[src/rtl/swdlr_pkg.sv]
package swdlr_pkg;

    localparam int          LEAD_ONES   = 64;
    localparam int          CODE_BITS   = 16;
    localparam logic [15:0] SELECT_WORD = 16'hE79E;
    localparam int          TRAIL_ONES  = 64;
    localparam int          IDLE_ZEROS  = 8;
    localparam int          SEQ_BITS    = LEAD_ONES + CODE_BITS + TRAIL_ONES + IDLE_ZEROS;
    localparam int          IDX_W       = $clog2(SEQ_BITS);

    typedef enum logic [1:0] {
        SEG_LEAD,
        SEG_CODE,
        SEG_TRAIL,
        SEG_IDLE
    } seg_e;

    typedef struct packed {
        logic clk_line;
        logic data;
        logic data_en;
    } pins_t;

    localparam pins_t PINS_PARKED = '{clk_line: 1'b1, data: 1'b0, data_en: 1'b0};

    function automatic seg_e seg_of(input int unsigned idx);
        if (idx < LEAD_ONES)                              return SEG_LEAD;
        else if (idx < LEAD_ONES + CODE_BITS)             return SEG_CODE;
        else if (idx < LEAD_ONES + CODE_BITS + TRAIL_ONES) return SEG_TRAIL;
        else                                              return SEG_IDLE;
    endfunction

    function automatic logic bit_at(input int unsigned idx);
        int unsigned off;
        off = idx - LEAD_ONES;
        case (seg_of(idx))
            SEG_LEAD:  return 1'b1;
            SEG_CODE:  return SELECT_WORD[off[3:0]];
            SEG_TRAIL: return 1'b1;
            default:   return 1'b0;
        endcase
    endfunction

endpackage

[src/rtl/swdlr_half_timer.sv]
module swdlr_half_timer #(
    parameter int DIV_W = 8
) (
    input  logic             clk,
    input  logic             rst,
    input  logic             clear,
    input  logic             run,
    input  logic [DIV_W-1:0] limit,
    output logic             tick
);

    logic [DIV_W-1:0] cnt_q;

    assign tick = run && (cnt_q == limit - 1'b1);

    always_ff @(posedge clk) begin
        if (rst || clear) begin
            cnt_q <= '0;
        end else if (run) begin
            if (tick) cnt_q <= '0;
            else      cnt_q <= cnt_q + 1'b1;
        end
    end


    cnt_in_range_chk: assert property (@(posedge clk) disable iff (rst)
        (run && limit != '0) |-> (cnt_q < limit));

endmodule

[src/rtl/swdlr_bit_source.sv]
module swdlr_bit_source
    import swdlr_pkg::*;
(
    input  logic clk,
    input  logic rst,
    input  logic load,
    input  logic advance,
    output logic first_bit,
    output logic next_bit,
    output logic is_last
);

    logic [IDX_W-1:0] idx_q;

    assign first_bit = bit_at(0);
    assign next_bit  = bit_at(int'(idx_q) + 1);
    assign is_last   = (int'(idx_q) == SEQ_BITS - 1);

    always_ff @(posedge clk) begin
        if (rst || load)  idx_q <= '0;
        else if (advance) idx_q <= idx_q + 1'b1;
    end


    idx_bound_chk: assert property (@(posedge clk) disable iff (rst)
        int'(idx_q) <= SEQ_BITS - 1);


    no_step_past_end_chk: assert property (@(posedge clk) disable iff (rst)
        advance |-> !is_last);

endmodule

[src/rtl/swd_line_reset_seq.sv]
module swd_line_reset_seq
    import swdlr_pkg::*;
#(
    parameter int DIV_W = 8
) (
    input  logic             clk,
    input  logic             rst,
    input  logic             start,
    input  logic [DIV_W-1:0] div_half,
    output logic             busy,
    output logic             done,
    output logic             swclk,
    output logic             swdio_o,
    output logic             swdio_oe
);

    localparam logic [DIV_W-1:0] MIN_HALF = DIV_W'(1);

    logic             running_q;
    logic             done_q;
    pins_t            pins_q;
    logic [DIV_W-1:0] half_q;
    logic             tick;
    logic             load;
    logic             advance;
    logic             first_bit;
    logic             next_bit;
    logic             is_last;

    assign load    = !running_q && start;
    assign advance = running_q && tick && pins_q.clk_line && !is_last;

    swdlr_half_timer #(.DIV_W(DIV_W)) u_timer (
        .clk   (clk),
        .rst   (rst),
        .clear (load),
        .run   (running_q),
        .limit (half_q),
        .tick  (tick)
    );

    swdlr_bit_source u_bits (
        .clk       (clk),
        .rst       (rst),
        .load      (load),
        .advance   (advance),
        .first_bit (first_bit),
        .next_bit  (next_bit),
        .is_last   (is_last)
    );

    always_ff @(posedge clk) begin
        if (rst) begin
            running_q <= 1'b0;
            done_q    <= 1'b0;
            pins_q    <= PINS_PARKED;
            half_q    <= MIN_HALF;
        end else begin
            done_q <= 1'b0;
            if (load) begin
                running_q      <= 1'b1;
                half_q         <= (div_half == '0) ? MIN_HALF : div_half;
                pins_q.clk_line <= 1'b0;
                pins_q.data     <= first_bit;
                pins_q.data_en  <= 1'b1;
            end else if (running_q && tick) begin
                if (!pins_q.clk_line) begin
                    pins_q.clk_line <= 1'b1;
                end else if (is_last) begin
                    running_q <= 1'b0;
                    done_q    <= 1'b1;
                    pins_q    <= PINS_PARKED;
                end else begin
                    pins_q.clk_line <= 1'b0;
                    pins_q.data     <= next_bit;
                end
            end
        end
    end

    assign busy     = running_q;
    assign done     = done_q;
    assign swclk    = pins_q.clk_line;
    assign swdio_o  = pins_q.data;
    assign swdio_oe = pins_q.data_en;


    data_hold_hi_chk: assert property (@(posedge clk) disable iff (rst)
        pins_q.clk_line |-> $stable(pins_q.data));


    parked_when_released_chk: assert property (@(posedge clk) disable iff (rst)
        !pins_q.data_en |-> pins_q.clk_line);


    done_single_chk: assert property (@(posedge clk) disable iff (rst)
        done_q |=> !done_q);


    done_marks_end_chk: assert property (@(posedge clk) disable iff (rst)
        done_q |-> (!running_q && $past(running_q)));


    busy_hold_chk: assert property (@(posedge clk) disable iff (rst)
        (running_q && !tick) |=> running_q);

endmodule

[config.mk]
export PLATFORM = sky130hd
export DESIGN_NAME = swd_line_reset_seq
export DESIGN_NICKNAME = d
export VERILOG_FILES = /design/src/rtl/swdlr_pkg.sv /design/src/rtl/swdlr_half_timer.sv /design/src/rtl/swdlr_bit_source.sv /design/src/rtl/swd_line_reset_seq.sv
export SDC_FILE = /design/constraint.sdc
export NUM_CORES = 1
export LEC_CHECK = 0
export ABC_AREA = 1
export ABC_CLOCK_PERIOD_IN_PS = 1750
export CAP_MARGIN = 20
export CORE_MARGIN = 2
export CORE_UTILIZATION = 45
export DETAILED_ROUTE_END_ITERATION = 7
export DONT_BUFFER_PORTS = 1
export RECOVER_POWER = 50
export SLEW_MARGIN = 20
export SYNTH_ARGS = -nofsm -noshare
export SYNTH_HDL_FRONTEND = slang
export SYNTH_SLANG_ARGS = --single-unit
[constraint.sdc]
create_clock -name clk -period 1.75 [get_ports clk]
set_input_delay 0.0875 -clock clk [delete_from_list [all_inputs] [get_ports clk]]
set_output_delay 0.0875 -clock clk [all_outputs]
set_load 0.01 [all_outputs]
# --- Word level (Yosys, flattened, before mapping) ---
# Memories as Yosys holds them, arrays and structs flattened.
# Index checks and enable logic that the tools add are counted.
word_totals:
  rom_bits: 16
  out_inout_bits: 5
  word_cells: 58
  in_bits: 11
  reg_bits: 29
  n_memories: 1
classes:
  n_eq_ne: 4
  magnitude_cmp: 4
  bitwise_logic: 2
  addsub: 5
  n_reduce_logical: 17
  mux: 17
memory_table:
  columns: ["name", "words", "word_bits", "rd", "rd_clocked_by_memory_dff", "wr", "line_no", "text"]
  rows:
  - ["(name not given)", 16, 1, 1, 0, 0, "swdlr_pkg.sv:38", "SEG_CODE: return SELECT_WORD[off[3:0]];"]
op_table:
  columns: ["operator", "count"]
  rows:
  - ["9-bit by 7-bit less-than comparator with 1-bit output, second input constant", 2]
  - ["8-bit by 1-bit adder with 8-bit output, second input constant", 2]
  - ["8-bit 2-to-1 mux", 2]
  - ["8-bit by 1-bit adder with 9-bit output, second input constant", 1]
  - ["9-bit by 8-bit less-than comparator with 1-bit output, second input constant", 1]
  - ["8-bit equality test", 1]
  - ["8-bit equality test, second input constant", 1]
  - ["8-bit zero test", 1]
  - ["1-bit 2-to-1 mux", 8]
  - ["2-bit 2-to-1 mux", 4]
  - ["8-bit by 1-bit subtractor with 8-bit output, second input constant", 1]
  - ["3-bit 2-to-1 mux", 2]
  - ["2-bit nonzero test", 3]
  - ["1-bit logical AND", 5]
  - ["4-bit by 5-bit less-than comparator with 1-bit output, second input constant", 1]
  - ["4-bit OR reduction", 1]
  - ["4-bit by 1-bit subtractor with 4-bit output, second input constant", 1]
  - ["3-bit AND reduction", 1]
  - ["2-bit by 1-bit equality test with 1-bit output, second input constant", 1]
  - ["2-bit equality test, second input constant", 1]
  - ["1-bit zero test", 2]
  - ["2-bit zero test", 1]
  - ["1-bit NOT", 2]
  - ["1-bit one-hot mux with 2 select lines", 1]
  - ["3 further kinds", 3]

# --- Depth between registers and ports, before layout ---
# Gate-level depths: netlist (run 1).
logic_depth:
  depth_word: 12
  mapped_depth: 14
  depth_no_buf: 14

# --- Hierarchy ---
# From an unflattened synthesis (run 1), not the netlist that was laid out.
hier_totals:
  cells_unflattened: 274
  area_unflattened_um2: 1789.2
modules_own_cells:
  columns: ["mod", "seq_area_each_um2", "instances", "cells_each", "area_per_inst_um2"]
  rows:
  - ["swdlr_half_timer", 160.2, 1, 115, 703.2]
  - ["swdlr_bit_source", 160.2, 1, 87, 550.5]
  - ["swd_line_reset_seq", 240.2, 1, 72, 535.5]

# --- Least setup slack after synthesis (run 1) ---
# No wires, ideal clock.
synth_timing:
  kind: "reg2reg"
  from: "register half_q[0]"
  to: "register u_bits.idx_q[1]"
  path_stages_with_launch: 12
  n_path_buf: 0
  arrival_time_ps: 1601
  period_less_slack_ps: 1722
  setup_time_ps: 121
  required_ps: 1629
  slack_ps: 28
  path_cell_list: "dfxtp_1 > inv_1 > ha_1 > xnor2_1 > nor2_1 > nand3_1 > nor2_4 > nand3_2 > nor2_4 > nand2_1 > nand2_1 > a21oi_1"
synth_between:
  elab_chain_len: 6
synth_lines:
  columns: ["element", "line_no", "text"]
  rows:
  - ["start: declaration", "swd_line_reset_seq.sv:22", "logic [DIV_W-1:0] half_q;"]
  - ["start signal: assignment", "swd_line_reset_seq.sv:62", "half_q <= (div_half == '0) ? MIN_HALF : div_half;"]
  - ["8-bit by 1-bit subtractor with 8-bit output", "swdlr_half_timer.sv:14", "assign tick = run && (cnt_q == limit - 1'b1);"]
  - ["8-bit equality test", "swdlr_half_timer.sv:14", null]
  - ["1-bit logical AND", "swdlr_half_timer.sv:14", null]
  - ["1-bit logical AND (3 in a row)", "swd_line_reset_seq.sv:31", "assign advance = running_q && tick && pins_q.clk_line && !is_last;"]
  - ["end signal: assignment", "swdlr_bit_source.sv:21", "else if (advance) idx_q <= idx_q + 1'b1;"]
  - ["end: declaration", "swdlr_bit_source.sv:13", "logic [IDX_W-1:0] idx_q;"]
# No other way between the ends.
# A chain may end at the register's enable or synchronous reset.

# --- Worst setup path after layout (run 1) ---
layout_timing:
  from: "register half_q[1]"
  to: "register u_bits.idx_q[6]"
# The elaborated chain is that of the path after synthesis.

==> results_dict.tcl, run 1 <==
set metrics [dict create \
    clock_insertion_delay_worst_skew_ns 0.33 \
    crit_buf_inv 3 \
    root_buffer "clkbuf_4" \
    powerDensity_nw_per_um2 681.0 \
    cts_sinks 28 \
    row_count 21 \
    grt_pass1_vias 1445 \
    nets 281 \
    antenna-diode-count 0 \
    syn2layout_area_growth_pct 22.82 \
    reg2reg_from "half_q[1]$_SDFFE_PP0P_" \
    drc 0 \
    crit_family "simple AND/OR/NAND/NOR gates" \
    hpwl_mm 2.675 \
    cp-start-kind "flip-flop" \
    fmax_ghz 0.5686 \
    most-common-layout-cells "nand2_1, inv_1, dfxtp_1, nor2_1, nand3_1" \
    drive_gt1_frac 0.1811 \
    gp_congestion 0.8641 \
    timing.final.hold_violations 0 \
    crit_fanout 6 \
    yosysWarnings 0 \
    path_clk_slew_ns 0.15 \
    synth_ff_type "dfxtp_1" \
    cts_tree "done" \
    wl_per_cell_um 11.99 \
    drt_iter0_drc 113 \
    die_w_um 63.75 \
    critPathCaptureType "flip-flop" \
    ff_latch_area_um2 565.5 \
    crit_arrival_ns 2.00 \
    rr_worst_depth 13 \
    cts_buffer_depth 2 \
    startpoint "half_q[1]$_SDFFE_PP0P_" \
    postRouteAntennaNets 0 \
    synth_area_um2 1607 \
    slowest_delay_ns 0.36 \
    worst_clock_skew_ns 0.003680 \
    period_share 1.005 \
    gr-total-overflow 0 \
    r2r-end "u_bits.idx_q[6]$_SDFFE_PP0P_" \
    wirelength_mm 3.730 \
    worstPathCellList "inv_2, ha_4, inv_2, nand2_2, nand2_2, nand2_1, nand2_1, nand3_2, nor2_4, nand3_2, nor2_4, buf_6, a21oi_1" \
    track_usage 0.1987 \
    async_reset_ff_frac 0 \
    crit_type "reg2reg" \
    leakagePower_nw 0.8745 \
    holdPathEnd "busy$_SDFFE_PP0P_" \
    antenna_found_initial 0 \
    holdCritStartpoint "rst" \
    worstMarginPinSlew_ns 0.3632 \
    total_power_mw 1.344 \
    violations "setup timing" \
    ir_drop_mv 0.4729 \
    die-area_um2 4064 \
    drt_first_pass_iters 4 \
    numPortBuffers 0 \
    setup_ws_ns -0.008763 \
    start_util 0.4740 \
    setup_violations 4 \
    cts_made_buffers 3 \
    cap_violations 0 \
    io_pins 16 \
    slowest_stage "dfxtp_2" \
    yosysSeqAreaShare 0.3489 \
    rsz0062_at_grt "true" \
    cp.depth 13 \
    period_needed_ns 1.759 \
    nFillCells 298 \
    grt_start_max_net_pins 16 \
    synth-edff-count 0 \
    viasPerCell 4.907 \
    num_vias 1526 \
    hold_depth 3 \
    synthDistinctLibCells 28 \
    grt_pass1_wl_mm 6.417 \
    avgSynthCellArea_um2 6.694 \
    multi_input_area_um2 963.4 \
    fin_util 0.5821 \
    netlist_instances 240 \
    hp-class "in2reg" \
    coreArea_um2 3390 \
    status "finished with violations" \
    finalSetupTns_ns -0.02263 \
    maxSlewViolCount 0 \
    max-slew-margin-rel 0.7556 \
    htree_num_levels 1 \
    die_h_um 63.75 \
    synth-seq-cells 28 \
    required_ns 1.99 \
    rrSetupSlack_ns -0.009 \
    syn_nets 255 \
    final_common_cell "nand2_1" \
]
==> worst max path at each step <==
stage	slack, ns	endpoint
final	-0.009	u_bits.idx_q[6]$_SDFFE_PP0P_
after global routing	-0.14	u_bits.idx_q[5]$_SDFFE_PP0P_
after CTS	0.01	u_bits.idx_q[5]$_SDFFE_PP0P_
after detailed placement	-0.05	u_bits.idx_q[1]$_SDFFE_PP0P_
after global placement	-0.03	u_bits.idx_q[1]$_SDFFE_PP0P_
after floorplan	0.03	u_bits.idx_q[1]$_SDFFE_PP0P_
==> flip-flops by register name, indices dropped and copies added (netlist names) <==
register,count
swdio_o,1
swclk,1
half_q,8
u_timer.cnt_q,8
busy,1
done,1
u_bits.idx_q,8
==> layer usage <==
metal  wire length, um  part of all wire  GRT usage  vias up
met2              1577              0.42     0.2974       37
met5                 0                 0          0        -
met1              1917              0.51     0.2816      672
li1                  -                 -          -      811
met4                36            0.0097    0.05707        0
met3               199             0.053    0.05106        6
==> cells in the mapped netlist, drive strengths merged (2+ instances only) <==
master  count  share of area
xor2        7          0.038
a22o        2          0.011
xnor2       5          0.027
inv        36          0.084
buf         3          0.011
nand2      71           0.17
ha          4          0.031
nor3        3         0.0093
a21oi      12          0.037
dfxtp      28           0.35
o21ai       5          0.016
nand3      20          0.069
nor2       28          0.078
o22ai       3          0.012
nand4       6          0.027
==> report_power, final <==
group | internal, mW | total (mW) | leakage (nW) | switching [mW]
logic | 0.137 | 0.315 | 0.624 | 0.178
registers | 0.670 | 0.711 | 0.229 | 0.0408
clock network | 0.128 | 0.318 | 0.0210 | 0.190
total | 0.935 | 1.34 | 0.875 | 0.409
==> cells by family (layout without fill, tap and decap cells) <==
logic type / count (synthesis) / after routing / synth area share
compound gates: 25 / 25 / 0.09035
flops: 28 / 28 / 0.3489
simple gates: 132 / 132 / 0.3692
fa+ha+maj: 4 / 4 / 0.03115
xor+xnor: 12 / 12 / 0.06542
buf+inv: 39 / 64 / 0.09502
==> what timing repair did <==
action / CTS / global route
buffers inserted: 2 / 2
pin swaps: 8 / 10
resized for setup: 8 / 17
endpoints found under the setup margin: 9 / 20
endpoints found under the hold margin: 11 / 0
hold buffers: 9 / 0
gates cloned: 0 / 0
==> area by class of cell <==
class                           count  area share
Multi-Input combinational cell    173      0.4883
Timing Repair Buffer               24      0.1091
Sequential cell                    28      0.2866
Clock buffer                        4     0.01839
Tap cell                           46     0.02917
Inverter                           36     0.06848
==> worst register-to-register path, stage by stage, from the launching register on <==
cell     delay [ns]
dfxtp_2        0.36
inv_2          0.05
ha_4           0.17
inv_2          0.05
nand2_2        0.05
nand2_2        0.06
nand2_1        0.05
nand2_1        0.10
nand3_2        0.09
nor2_4         0.17
nand3_2        0.12
nor2_4         0.20
buf_6          0.13
a21oi_1        0.06
==> per-stage QoR <==
stage	instance area [um2]	hold WS, ns	worst slack, ns	std cells
detailed placement	1742	0.1614	-0.05242	294
floorplan	1607	0.1566	0.02802	240
global route	1973	0.01932	-0.1448	311
global placement	1742	0.1589	-0.02984	294
finish	1973	0.009890	-0.008763	311
CTS	1908	0.004473	0.01067	309
Power figures use the tool's default switching activity.
==> inputs of run 2 (changes only) <==
Settings changed: ABC_CLOCK_PERIOD_IN_PS 1750 to 1500.
Clock period 1.75 ns to 1.5 ns, I/O delays scaled along.
==> run 2 against run 1 <==
The flow still finishes with violations (setup timing). Setup slack worse by 0.24 ns. Non-clock buffer count is 27 higher. Utilization is 6.2 points higher. Cell count is 9.0% higher. Clock-buffer cell count stayed put. Global-route usage is 2.2 points higher. Hold slack better by 0.032 ns. Sequential power is 16% higher. Via count is 6.0% higher. Die area stayed put. Critical endpoint is now u_bits.idx_q[5]$_SDFFE_PP0P_. Largest power group unchanged. Highest routed layer unchanged.
==> results_dict.tcl, run 2 (synthesis results as in run 1) <==
set metrics [dict create \
    grt_use_met1 0.3407 \
    rrSetupSlack_ns -0.25 \
    dp.cells 317 \
    r2r-end "u_bits.idx_q[5]$_SDFFE_PP0P_" \
    row_count 21 \
    fin_util 0.6445 \
    busiest_layer "met1" \
    cts_buffer_depth 2 \
    grt_start_max_net_pins 16 \
    crit_arrival_ns 2.02 \
    crit_fanout 8 \
    cts_tree "done" \
    setup_violations 20 \
    reg2reg_from "half_q[1]$_SDFFE_PP0P_" \
    finalHoldWorstSlack_ns 0.04209 \
    worst_clock_skew_ns 0.007339 \
    gr-total-overflow 0 \
    final_cells 339 \
    setup_ws_ns -0.2469 \
    antenna-diode-count 0 \
    period_needed_ns 1.747 \
    cp-start-kind "flip-flop" \
    nets 309 \
    grtUsageMet2 0.3066 \
    wirelength_mm 3.947 \
    endpoint "u_bits.idx_q[5]$_SDFFE_PP0P_" \
    worstMarginPinSlew_ns 0.3604 \
    clkPwrFrac 0.234 \
    switching_share 0.3082 \
    drive_gt1_frac 0.2560 \
    required_ns 1.78 \
    powerDensity_nw_per_um2 744.8 \
    num_vias 1618 \
    start_util 0.4740 \
    p_seq_frac 0.506 \
    p_int_mw 1.126 \
    grt_pass1_vias 1547 \
    rsz0062_at_grt "true" \
    cts_sinks 28 \
    hpwl_mm 3.014 \
    die_h_um 63.75 \
    drc 0 \
    fmax_ghz 0.5724 \
    startpoint "half_q[1]$_SDFFE_PP0P_" \
    use_met3 0.04930 \
    cts_made_buffers 3 \
    gp_congestion 0.9451 \
    io_pins 16 \
    root_buffer "clkbuf_4" \
    power_frac_comb 0.260 \
    path_clk_slew_ns 0.16 \
    timing.final.hold_violations 0 \
    placed_cell_area_um2 1924 \
    drt_iter0_drc 166 \
    final_common_cell "nand2_1" \
    hp-class "in2reg" \
    max-slew-margin-rel 0.7594 \
    rr_worst_depth 10 \
    numPortBuffers 0 \
    status "finished with violations" \
    maxSlewViolCount 0 \
    reg_top3 "half_q (8), u_bits.idx_q (8), u_timer.cnt_q (8)" \
    coreArea_um2 3390 \
    antenna_found_initial 0 \
    leakagePower_nw 0.9910 \
    track_usage 0.2207 \
    grt_pass1_wl_mm 7.058 \
    wl_per_cell_um 11.64 \
    ir_drop_mv 0.3466 \
    clock_insertion_delay_worst_skew_ns 0.33 \
    critPathCaptureType "flip-flop" \
    crit_type "reg2reg" \
    die_w_um 63.75 \
    die-area_um2 4064 \
    drt_first_pass_iters 5 \
    violations "setup timing" \
    period_share 1.165 \
    viasPerCell 4.773 \
    postLayoutCellArea_um2 2185 \
    cap_violations 0 \
    htree_num_levels 1 \
    postRouteAntennaNets 0 \
    most-common-layout-cells "nand2_1, buf_4, inv_1, dfxtp_1, nor2_1" \
    syn2layout_area_growth_pct 35.98 \
    p_switching_uw 501.4 \
]
==> run 2: cell types whose count changed in the layout (fill, tap and decap cells not counted), sizes merged <==
| cell | before | now |
|---|---|---|
| dlygate4sd3 | 9 | 11 |
| nand4 | 6 | 7 |
| buf | 14 | 39 |
==> run 2: layer usage <==
metal	share of wire	up-vias
met5	0	-
met4	0.0061	0
met3	0.049	2
met2	0.40	36
met1	0.54	704
li1	-	876
==> run 2: what timing repair did <==
action | in CTS | in global routing
resized for setup | 6 | 14
gates cloned | 1 | 0
pin swaps | 2 | 6
hold buffers | 10 | 1
endpoints found under the setup margin | 23 | 24
endpoints found under the hold margin | 11 | 6
buffers inserted | 4 | 2
==> run 2: worst min-delay path by stage <==
| stage | startpoint | to | slack, ns | cells past startpoint |
|---|---|---|---|---|
| finish | rst | half_q[0]$_SDFFE_PP1P_ | 0.04 | 2 |
| global route | rst | half_q[0]$_SDFFE_PP1P_ | 0.03 | 2 |
| CTS | rst | u_timer.cnt_q[7]$_SDFFE_PP0P_ | 0.007 | 3 |
| detailed placement | rst | swdio_o$_SDFFE_PP0P_ | 0.15 | 1 |
| global placement | rst | swdio_o$_SDFFE_PP0P_ | 0.15 | 1 |
| floorplan | rst | swdio_o$_SDFFE_PP0P_ | 0.14 | 1 |
==> run 2: worst max-delay path: stages (launching register included) <==
cell	delay [ns]
dfxtp_2	0.38
inv_2	0.05
ha_4	0.23
xnor2_1	0.11
nor2_1	0.12
nand3_2	0.10
nor2_4	0.15
nand3_2	0.11
nor2_4	0.22
nand2_1	0.10
a21oi_2	0.11
==> run 2: through the flow <==
step                      total power, mW  setup WS, ns  setup TNS [ns]
after CTS                           1.613       -0.1868          -2.213
after detailed placement            1.168       -0.2050          -2.518
after global routing                1.720       -0.3868          -5.884
after global placement              1.166       -0.1605          -1.869
final                               1.627       -0.2469          -2.909
after floorplan                     1.056      -0.07563         -0.2588
==> run 2: cell type report <==
| type | count | area (um2) |
|---|---|---|
| Sequential cell | 28 | 563.0 |
| Fill cell | 309 | 1205 |
| Inverter | 36 | 137.6 |
| Timing Repair Buffer | 51 | 406.6 |
| Clock buffer | 4 | 36.28 |
| Tap cell | 46 | 57.56 |
| Multi-Input combinational cell | 174 | 983.4 |
==> run 2: power groups by stage <==
stage	Clock (mW)	Sequential (mW)	Combinational, mW
3_5_place_dp	0	0.835	0.333
4_1_cts	0.391	0.822	0.400
3_3_place_gp	0	0.835	0.330
6_report	0.381	0.823	0.422
2_1_floorplan	0	0.832	0.224
5_1_grt	0.420	0.829	0.471
